File: config.mk
export PLATFORM = sky130hd
export DESIGN_NAME = tx_port
export DESIGN_NICKNAME = d
export VERILOG_FILES = /design/src/rtl/tx_port_pkg.sv /design/src/rtl/tx_seq.sv /design/src/rtl/tx_lane.sv /design/src/rtl/tx_port.sv
export SDC_FILE = /design/constraint.sdc
export NUM_CORES = 1
export LEC_CHECK = 0
export ABC_AREA = 1
export BUFFER_PORTS_ARGS = -buffer_cell sky130_fd_sc_hd__buf_2
export CELL_PAD_IN_SITES_DETAIL_PLACEMENT = 1
export CELL_PAD_IN_SITES_GLOBAL_PLACEMENT = 2
export CORE_UTILIZATION = 29
export DETAILED_ROUTE_END_ITERATION = 7
export PLACE_DENSITY = 0.87
export SYNTH_ARGS = -nofsm -noshare
export SYNTH_HDL_FRONTEND = slang
export SYNTH_HIERARCHICAL = 1
export SYNTH_SLANG_ARGS = --single-unit
File: constraint.sdc
create_clock -name clk -period 3.5 [get_ports clk]
set_input_delay 0 -clock clk [delete_from_list [all_inputs] [get_ports clk]]
set_output_delay 0 -clock clk [all_outputs]
set_load 0.03 [all_outputs]
File: src/rtl/tx_port_pkg.sv
package tx_port_pkg;

    // Sequencer state: between cells, or inside a cell
    typedef enum logic {
        ST_IDLE = 1'b0,
        ST_SEND = 1'b1
    } tx_state_e;

endpackage

File: src/rtl/tx_seq.sv
module tx_seq
    import tx_port_pkg::*;
#(
    parameter int CELL_WORDS = 53,
    parameter int LVL_W      = 8
) (
    input  logic             clk,
    input  logic             rst_n,
    input  logic             cfg_wide,
    input  logic             cfg_master,
    input  logic [LVL_W-1:0] buf_level,
    input  logic             tx_cav,
    input  logic             tx_en_n_in,
    output logic             launch,
    output logic             first,
    output logic             hi_phase,
    output logic             eff_wide,
    output logic             eff_master,
    output logic             pop,
    output logic             busy
);

    localparam int IDX_W = (CELL_WORDS > 1) ? $clog2(CELL_WORDS) : 1;
    localparam logic [IDX_W-1:0] LAST_IDX = IDX_W'(CELL_WORDS - 1);
    localparam logic [LVL_W-1:0] CELL_LVL = LVL_W'(CELL_WORDS);

    typedef struct packed {
        tx_state_e        st;
        logic [IDX_W-1:0] idx;     // word index inside the cell
        logic             hi;      // next transfer is a high nibble
        logic             wide;    // width select taken at cell start
        logic             master;  // role select taken at cell start
    } seq_t;

    seq_t seq_d, seq_q;

    logic idle, room, go, word_done, cell_done;

    always_comb begin
        seq_d      = seq_q;
        idle       = (seq_q.st == ST_IDLE);
        eff_wide   = idle ? cfg_wide   : seq_q.wide;
        eff_master = idle ? cfg_master : seq_q.master;
        room       = tx_cav && (buf_level >= CELL_LVL);
        go         = eff_master || !tx_en_n_in;
        launch     = go && (!idle || room);
        first      = idle;
        hi_phase   = seq_q.hi;
        word_done  = eff_wide || seq_q.hi;
        cell_done  = word_done && (seq_q.idx == LAST_IDX);
        pop        = launch && word_done;
        busy       = !idle;

        if (launch) begin
            if (idle) begin
                seq_d.wide   = cfg_wide;
                seq_d.master = cfg_master;
            end
            if (cell_done) begin
                seq_d.st  = ST_IDLE;
                seq_d.idx = '0;
                seq_d.hi  = 1'b0;
            end else begin
                seq_d.st = ST_SEND;
                if (word_done) begin
                    seq_d.idx = seq_q.idx + 1'b1;
                    seq_d.hi  = 1'b0;
                end else begin
                    seq_d.hi = 1'b1;
                end
            end
        end
    end

    always_ff @(posedge clk) begin
        if (!rst_n) begin
            seq_q <= '{st: ST_IDLE, idx: '0, hi: 1'b0, wide: 1'b1, master: 1'b1};
        end else begin
            seq_q <= seq_d;
        end
    end

endmodule

File: src/rtl/tx_lane.sv
module tx_lane #(
    parameter int NIB_W = 4
) (
    input  logic                 clk,
    input  logic                 rst_n,
    input  logic                 launch,
    input  logic                 first,
    input  logic                 hi_phase,
    input  logic                 eff_wide,
    input  logic                 eff_master,
    input  logic [2*NIB_W:0]     word,
    output logic [2*NIB_W:0]     tx_data,
    output logic                 tx_soc,
    output logic                 tx_en_n
);

    localparam int WORD_W = 2 * NIB_W + 1;
    localparam logic [WORD_W-1:0] OE_MASK = {1'b0, 1'b1, {(WORD_W-2){1'b0}}};

    typedef struct packed {
        logic [WORD_W-1:0] data;
        logic              soc;
        logic              en_n;
        logic              oe;    // downstream output enable on the spare line
    } lane_t;

    lane_t lane_d, lane_q;
    logic [WORD_W-1:0] nib_bus, lane_bus;

    always_comb begin
        nib_bus              = '0;
        nib_bus[NIB_W-1:0]   = hi_phase ? word[2*NIB_W-1:NIB_W] : word[NIB_W-1:0];
        nib_bus[WORD_W-1]    = word[WORD_W-1];
        lane_bus             = eff_wide ? word : nib_bus;

        lane_d = lane_q;
        if (eff_master) begin
            lane_d.en_n = !launch;
            lane_d.soc  = launch && first;
            lane_d.oe   = launch && !eff_wide;
            if (launch) begin
                lane_d.data = lane_bus;
            end
        end else begin
            lane_d.en_n = 1'b1;
            lane_d.oe   = 1'b0;
            if (launch) begin
                lane_d.data = lane_bus;
                lane_d.soc  = first;
            end
        end
    end

    always_ff @(posedge clk) begin
        if (!rst_n) begin
            lane_q <= '{data: '0, soc: 1'b0, en_n: 1'b1, oe: 1'b0};
        end else begin
            lane_q <= lane_d;
        end
    end

    assign tx_data = lane_q.data | (lane_q.oe ? OE_MASK : '0);
    assign tx_soc  = lane_q.soc;
    assign tx_en_n = lane_q.en_n;

endmodule

File: src/rtl/tx_port.sv
module tx_port #(
    parameter int NIB_W      = 4,
    parameter int CELL_WORDS = 53,
    parameter int LVL_W      = 8
) (
    input  logic               clk,
    input  logic               rst_n,
    input  logic               cfg_wide,
    input  logic               cfg_master,
    input  logic [LVL_W-1:0]   buf_level,
    input  logic [2*NIB_W:0]   buf_word,
    output logic               buf_pop,
    output logic [2*NIB_W:0]   tx_data,
    output logic               tx_soc,
    input  logic               tx_cav,
    input  logic               tx_en_n_in,
    output logic               tx_en_n_out
);

    logic seq_launch, seq_first, seq_hi, seq_wide, seq_master, seq_busy;

    tx_seq #(
        .CELL_WORDS (CELL_WORDS),
        .LVL_W      (LVL_W)
    ) u_seq (
        .clk        (clk),
        .rst_n      (rst_n),
        .cfg_wide   (cfg_wide),
        .cfg_master (cfg_master),
        .buf_level  (buf_level),
        .tx_cav     (tx_cav),
        .tx_en_n_in (tx_en_n_in),
        .launch     (seq_launch),
        .first      (seq_first),
        .hi_phase   (seq_hi),
        .eff_wide   (seq_wide),
        .eff_master (seq_master),
        .pop        (buf_pop),
        .busy       (seq_busy)
    );

    tx_lane #(
        .NIB_W (NIB_W)
    ) u_lane (
        .clk        (clk),
        .rst_n      (rst_n),
        .launch     (seq_launch),
        .first      (seq_first),
        .hi_phase   (seq_hi),
        .eff_wide   (seq_wide),
        .eff_master (seq_master),
        .word       (buf_word),
        .tx_data    (tx_data),
        .tx_soc     (tx_soc),
        .tx_en_n    (tx_en_n_out)
    );

endmodule

==> results.toml, run 1 <==
[run_status]
status = "complete, no violations"

[yosys]
synth-warning-count = 6
syn-num-nets = 196
synth.distinct_cells = 22
avgSynthCellArea_um2 = 6.89
yosysSeqAreaShare = 0.374
synthCells = 171
ys_ff_latch = 22
synthesis.area_um2 = 1180

[timing]
slew_headroom = 0.780
fin_crit_sh = 0.489
min_period_ps = 1710
hold_violations = 0
drv_slew = 0
rsz0062_at_grt = "false"
setup_viol = 0
tightest_slew_ps = 328
max_freq_ghz = 0.584
finalClockSkew_ps = 2.21
setup_tns_ps = 0

[cells_and_area]
diodes = 0
design_area_um2 = 1410
nNetsFinal = 228
area_delta_synth_final_pct = 19.9
drive_gt1_frac = 0.248

[detailed_routing]
drc = 0
drtIter0Drc = 38
final_antenna_net_count = 0
post_drt_wl_per_cell_um = 11.6
first_pass_iters = 2
vias = 1179
drt-total-wl_mm = 2.91
via_per_inst = 4.72

[setup_path]
reg2reg_from = "u_seq/busy$_SDFFE_PN0P_"
crit_type = "reg -> reg"
r2r-end = "u_lane/tx_soc$_SDFFE_PN0P_"
critPathCaptureType = "flip-flop"
cp-endpoint = "u_lane/tx_soc$_SDFFE_PN0P_"
regToRegSetupSlack_ps = 1790
arrival_ps = 1870
crit_required_ps = 3660
ff2ff_path_depth = 7
critPathLaunchType = "flip-flop"
cp_max_fo = 18
worstSetupStartpoint = "u_seq/busy$_SDFFE_PN0P_"

[clock_tree]
cts.sinks = 22
cts_made_buffers = 3
clk_root_buffer_cell = "clkbuf_8"
htreeDepth = 1
cts_resized = 0
clockBufferDepth = 2
cts_tree = "built"
insertion_delay_ps = 260
path_clk_slew_ps = 80

[global_routing]
grt_start_max_net_pins = 19
grt_pass1_vias = 1209
grt_pass1_wl_mm = 5.04
grt_overflow = 0
grt.total_usage = 0.149
antenna_found_initial = 0

[die]
start_util = 0.312
die-width_um = 65.7
rows = 22
core-area_um2 = 3770
io_pins = 35
die_h_um = 65.7
die_area_um2 = 4320

[min_path]
hold_path_class = "in -> reg"
hold_start = "buf_word[4]"

[power_and_ir_drop]
p_leak_nw = 0.712
irDropWorstVdd_mv = 0.235
pwr-share-clk = 0.266
p_int_w = 0.000446
p_switching_w = 0.000241
switching_share = 0.351
pwr-share-seq = 0.441
p_comb_frac = 0.292
p_per_area_nw_per_um2 = 486

[flow_run]
cap_violations = 0

[placed_design]
dpl-instance-area_um2 = 1340
gp_congestion = 0.869
port_buffers = 34
dp_hpwl_mm = 2.31
## power by group through the flow
stage / logic [W] / registers (W) / clock network [W]
2_1_floorplan: 0.000158 / 0.000307 / 0
3_3_place_gp: 0.000195 / 0.000307 / 0
3_5_place_dp: 0.000201 / 0.000308 / 0
4_1_cts: 0.000203 / 0.000303 / 0.000191
5_1_grt: 0.000227 / 0.000307 / 0.000200
6_report: 0.000201 / 0.000303 / 0.000183
## cell families (layout without fill, tap and decap cells)
group | after synthesis | count (layout) | synth area share
buf+inv | 32 | 63 | 0.134
flops | 22 | 22 | 0.374
fa+ha+maj | 2 | 2 | 0.0213
compound gates | 24 | 24 | 0.115
simple gates | 91 | 91 | 0.356
## Yosys cell counts, drive strengths merged
cell type | n | area, µm²
a21oi | 14 | 70.1
nor2 | 20 | 75.1
a21boi | 1 | 7.51
o21ai | 6 | 30.0
dfxtp | 22 | 440
nand4 | 6 | 37.5
ha | 2 | 25.0
o21bai | 1 | 7.51
nand2 | 43 | 171
or2 | 2 | 12.5
buf | 9 | 71.3
nand3 | 20 | 123
o211ai | 2 | 20.0
inv | 23 | 86.3
## state kept, by name, summed over array words and instances (netlist names)
register / cells
u_lane/lane_q: 10
u_seq/seq_q: 8
u_lane/tx_en_n: 1
u_lane/tx_soc: 1
u_seq/busy: 1
u_seq/hi_phase: 1
## layer usage
layer,track usage,vias up,part of all wire
li1,-,607,-
met1,0.158,544,0.44
met2,0.283,24,0.50
met3,0.0417,4,0.058
met4,0.0326,0,0.0052
met5,0,-,0
## through the flow
step	utilization	total power [W]	setup WS, ps	hold WS [ps]	instances
floorplan	-	0.000465	2190	84.2	171
global placement	0.354	0.000503	1940	226	244
detailed placement	0.354	0.000509	1830	254	244
CTS	0.374	0.000697	1820	12.9	250
global route	0.374	0.000734	1620	19.3	250
finish	0.374	0.000686	1790	19.4	250
## cell type report
cell class	instances	area, µm²
clock buffers	4	55.1
fillers	486	2360
inverters	23	86.3
multi-input cells	117	579
flip-flops and latches	22	440
well taps	48	60.1
repair buffers	36	190
## what timing repair did
| item | 4_1_cts | 5_1_grt |
|---|---|---|
| hold buffers | 2 | 0 |
| setup buffers | 0 | 0 |
| endpoints found under the hold margin | 2 | 0 |
## layout by cell type (no fill, tap or decap), types with 2 or more instances in the layout
cell           instances
dlygate4sd3_1          2
o21ai_0                4
a21oi_1               14
inv_1                 19
or2_2                  2
o21ai_1                2
nand3_2                2
nand2_1               41
ha_1                   2
clkbuf_8               4
inv_2                  4
nand4_1                6
nand3_1               17
buf_2                 34
dfxtp_1               22
nor2_1                20
## how the worst min path moves through the flow
stage	to	slack, ps	cells past startpoint
after floorplan	u_seq/seq_q[0]$_SDFFE_PN1P_	80	1
after global placement	u_lane/lane_q[11]$_SDFFE_PN0P_	230	3
after detailed placement	u_lane/lane_q[11]$_SDFFE_PN0P_	250	3
after CTS	u_lane/lane_q[7]$_SDFFE_PN0P_	10	3
after global routing	u_lane/lane_q[7]$_SDFFE_PN0P_	20	3
final	u_lane/lane_q[7]$_SDFFE_PN0P_	20	3
## critical path, cell delays in order (launching register included)
cell	delay, ps
dfxtp_1	460
inv_2	120
nand2_1	210
nand2_1	170
inv_2	270
inv_1	180
o21ai_1	150
nor2_1	60
(Power assumes the default switching activity.)
==> run 2: changes to the inputs <==
--- a/config.mk
+++ b/config.mk
@@ -9,9 +9,9 @@
 export BUFFER_PORTS_ARGS = -buffer_cell sky130_fd_sc_hd__buf_2
 export CELL_PAD_IN_SITES_DETAIL_PLACEMENT = 1
 export CELL_PAD_IN_SITES_GLOBAL_PLACEMENT = 2
-export CORE_UTILIZATION = 29
+export CORE_UTILIZATION = 26
 export DETAILED_ROUTE_END_ITERATION = 7
-export PLACE_DENSITY = 0.87
+export PLACE_DENSITY = 0.79
 export SYNTH_ARGS = -nofsm -noshare
 export SYNTH_HDL_FRONTEND = slang
 export SYNTH_HIERARCHICAL = 1
==> constraint.sdc (replaced) <==
create_clock -name clk -period 1.7 [get_ports clk]
set_input_delay 0 -clock clk [delete_from_list [all_inputs] [get_ports clk]]
set_output_delay 0 -clock clk [all_outputs]
set_load 0.03 [all_outputs]
==> run 2 against run 1 <==
Compared with the run above:
- first-iteration DRC count decreased by 7.9%
- non-clock buffer count rose by 4
- sequential share of layout area shrank 1.2 points
- via count shrank 4.2%
- sequential power grew 100%
- design area is 4.0% higher
- worst hold slack worse by 7.4 ps
- clock skew increased by 6.6 ps
- flip-flop and latch count stayed put
- critical path depth decreased by 2
- global-route usage fell by 2.5 points
- critical path type is now reg -> out
- highest routed layer unchanged
==> results.toml, run 2 (synthesis results as in run 1) <==
[timing]
max_freq_ghz = 0.642
rsz0062_at_grt = "true"
drv_slew = 0
setup_viol = 0
fin_crit_sh = 0.916
min_period_ps = 1560
finalClockSkew_ps = 8.82
hold_violations = 0
setup_tns_ps = 0
tightest_slew_ps = 331
slew_headroom = 0.779

[power_and_ir_drop]
irDropWorstVdd_mv = 0.330
power_w = 0.00153
p_switching_w = 0.000495
p_leak_nw = 0.738
p_int_w = 0.00104
pwr-share-seq = 0.403
p_comb_frac = 0.282
switching_share = 0.322
p_per_area_nw_per_um2 = 1050
pwr-share-clk = 0.316

[clock_tree]
cts.sinks = 22
clockBufferDepth = 2
path_clk_slew_ps = 90
htreeDepth = 1
insertion_delay_ps = 260
cts_made_buffers = 3
clk_root_buffer_cell = "clkbuf_8"
cts_tree = "built"

[setup_path]
slowest_delay_ps = 450
worstSetupStartpoint = "u_seq/busy$_SDFFE_PN0P_"
cp_cell_sequence = "nand2_1 -> o211ai_2 -> nand3_2 -> inv_1 -> buf_2"
critPathCaptureType = "output port"
cp_max_fo = 10
arrival_ps = 1560
r2r-end = "u_lane/tx_soc$_SDFFE_PN0P_"
critical_path_buf_inv_count = 2
critPathLaunchType = "flip-flop"
reg2reg_from = "u_seq/busy$_SDFFE_PN0P_"
ff2ff_path_depth = 7
cp_slowest_cell = "dfxtp_1"
crit_required_ps = 1700
critical_path.top_delay_family = "flip-flops"
regToRegSetupSlack_ps = 170
crit_type = "reg -> out"

[cells_and_area]
area_delta_synth_final_pct = 24.7
top_register = "u_lane/lane_q"
design_area_um2 = 1470
drive_gt1_frac = 0.257
diodes = 0
nNetsFinal = 232
final_common_cell = "nand2_1"
largest_reg_flops = 10
top_regs = "u_lane/lane_q x10, u_seq/seq_q x8"
stdcell_count = 258
final_cell_mix = "nand2_1 (41), buf_2 (34), dfxtp_1 (22)"

[detailed_routing]
drtIter0Drc = 35
drc = 0
post_drt_wl_per_cell_um = 10.8
first_pass_iters = 4
drt-total-wl_mm = 2.78
vias = 1130
final_antenna_net_count = 0
via_per_inst = 4.38

[global_routing]
grt.total_usage = 0.123
grt_pass1_wl_mm = 4.84
grt_pass1_vias = 1147
antenna_found_initial = 0
grt_overflow = 0
grt_start_max_net_pins = 15

[run_status]
status = "complete, no violations"

[die]
die_area_um2 = 4800
die_h_um = 69.3
die-width_um = 69.3
io_pins = 35
core-area_um2 = 4350
start_util = 0.270
rows = 24

[placed_design]
dp_hpwl_mm = 2.19
dpl-instance-area_um2 = 1360
port_buffers = 34
place_inst = 251
gp_congestion = 0.692

[min_path]
holdPathStages = 3
holdPathEnd = "u_lane/lane_q[7]$_SDFFE_PN0P_"
hold_path_class = "in -> reg"
hold_start = "buf_word[4]"

[flow_run]
cap_violations = 0
run 2: changes by cell type in the layout (fill, tap and decap cells not counted):
cell	delta
buf_4	+3
dlygate4sd3_1	+1
bufinv_16	+1
inv_4	+1
inv_2	-1
clkbuf_8	-1
run 2: cell type report:
cell class | instances | area, µm²
fillers | 577 | 2890
multi-input cells | 117 | 579
flip-flops and latches | 22 | 440
repair buffers | 40 | 223
inverters | 23 | 88.8
well taps | 52 | 65.1
clock buffers | 3 | 41.3
clock inverters | 1 | 30.0
run 2: power by group through the flow:
stage,combinational (W),clock [W],sequential (W)
after floorplan,0.000325,0,0.000632
after global placement,0.000431,0,0.000629
after detailed placement,0.000433,0,0.000630
after CTS,0.000438,0.000512,0.000619
after global routing,0.000489,0.000534,0.000626
final,0.000432,0.000484,0.000618
run 2: how the worst max path moves through the flow:
| stage | end | depth (start not counted) |
|---|---|---|
| finish | buf_pop | 5 |
| global placement | u_lane/tx_soc$_SDFFE_PN0P_ | 6 |
| floorplan | u_lane/lane_q[3]$_SDFFE_PN0P_ | 7 |
| global route | buf_pop | 5 |
| CTS | u_lane/tx_soc$_SDFFE_PN0P_ | 7 |
| detailed placement | u_lane/tx_soc$_SDFFE_PN0P_ | 7 |
run 2: timing repair:
action | CTS | global route
hold buffers | 2 | 1
hold endpoints to repair | 2 | 1
endpoints found under the setup margin | 0 | 7
setup buffers | 0 | 0
gates resized for setup | 0 | 1
run 2: stage by stage:
stage	utilization	hold slack (ps)	setup WS (ps)
4_1_cts	0.334	1.31	106
3_3_place_gp	0.313	234	170
6_report	0.337	12.0	143
3_5_place_dp	0.313	248	130
2_1_floorplan	-	84.2	395
5_1_grt	0.337	20.3	-23.2
run 2: worst register-to-register path: stages, from the launching register on:
cell	delay (ps)
dfxtp_1	450
nand2_1	120
o211ai_2	160
nand2_1	220
inv_4	170
inv_1	120
o21ai_1	140
nor2_1	50
run 2: metal layers:
metal | share of wire | vias up | GRT usage | wire length, µm
li1 | - | 615 | - | -
met1 | 0.52 | 489 | 0.157 | 1450
met2 | 0.43 | 24 | 0.204 | 1190
met3 | 0.045 | 2 | 0.0334 | 124
met4 | 0.0072 | 0 | 0.0340 | 20
met5 | 0 | - | 0 | 0
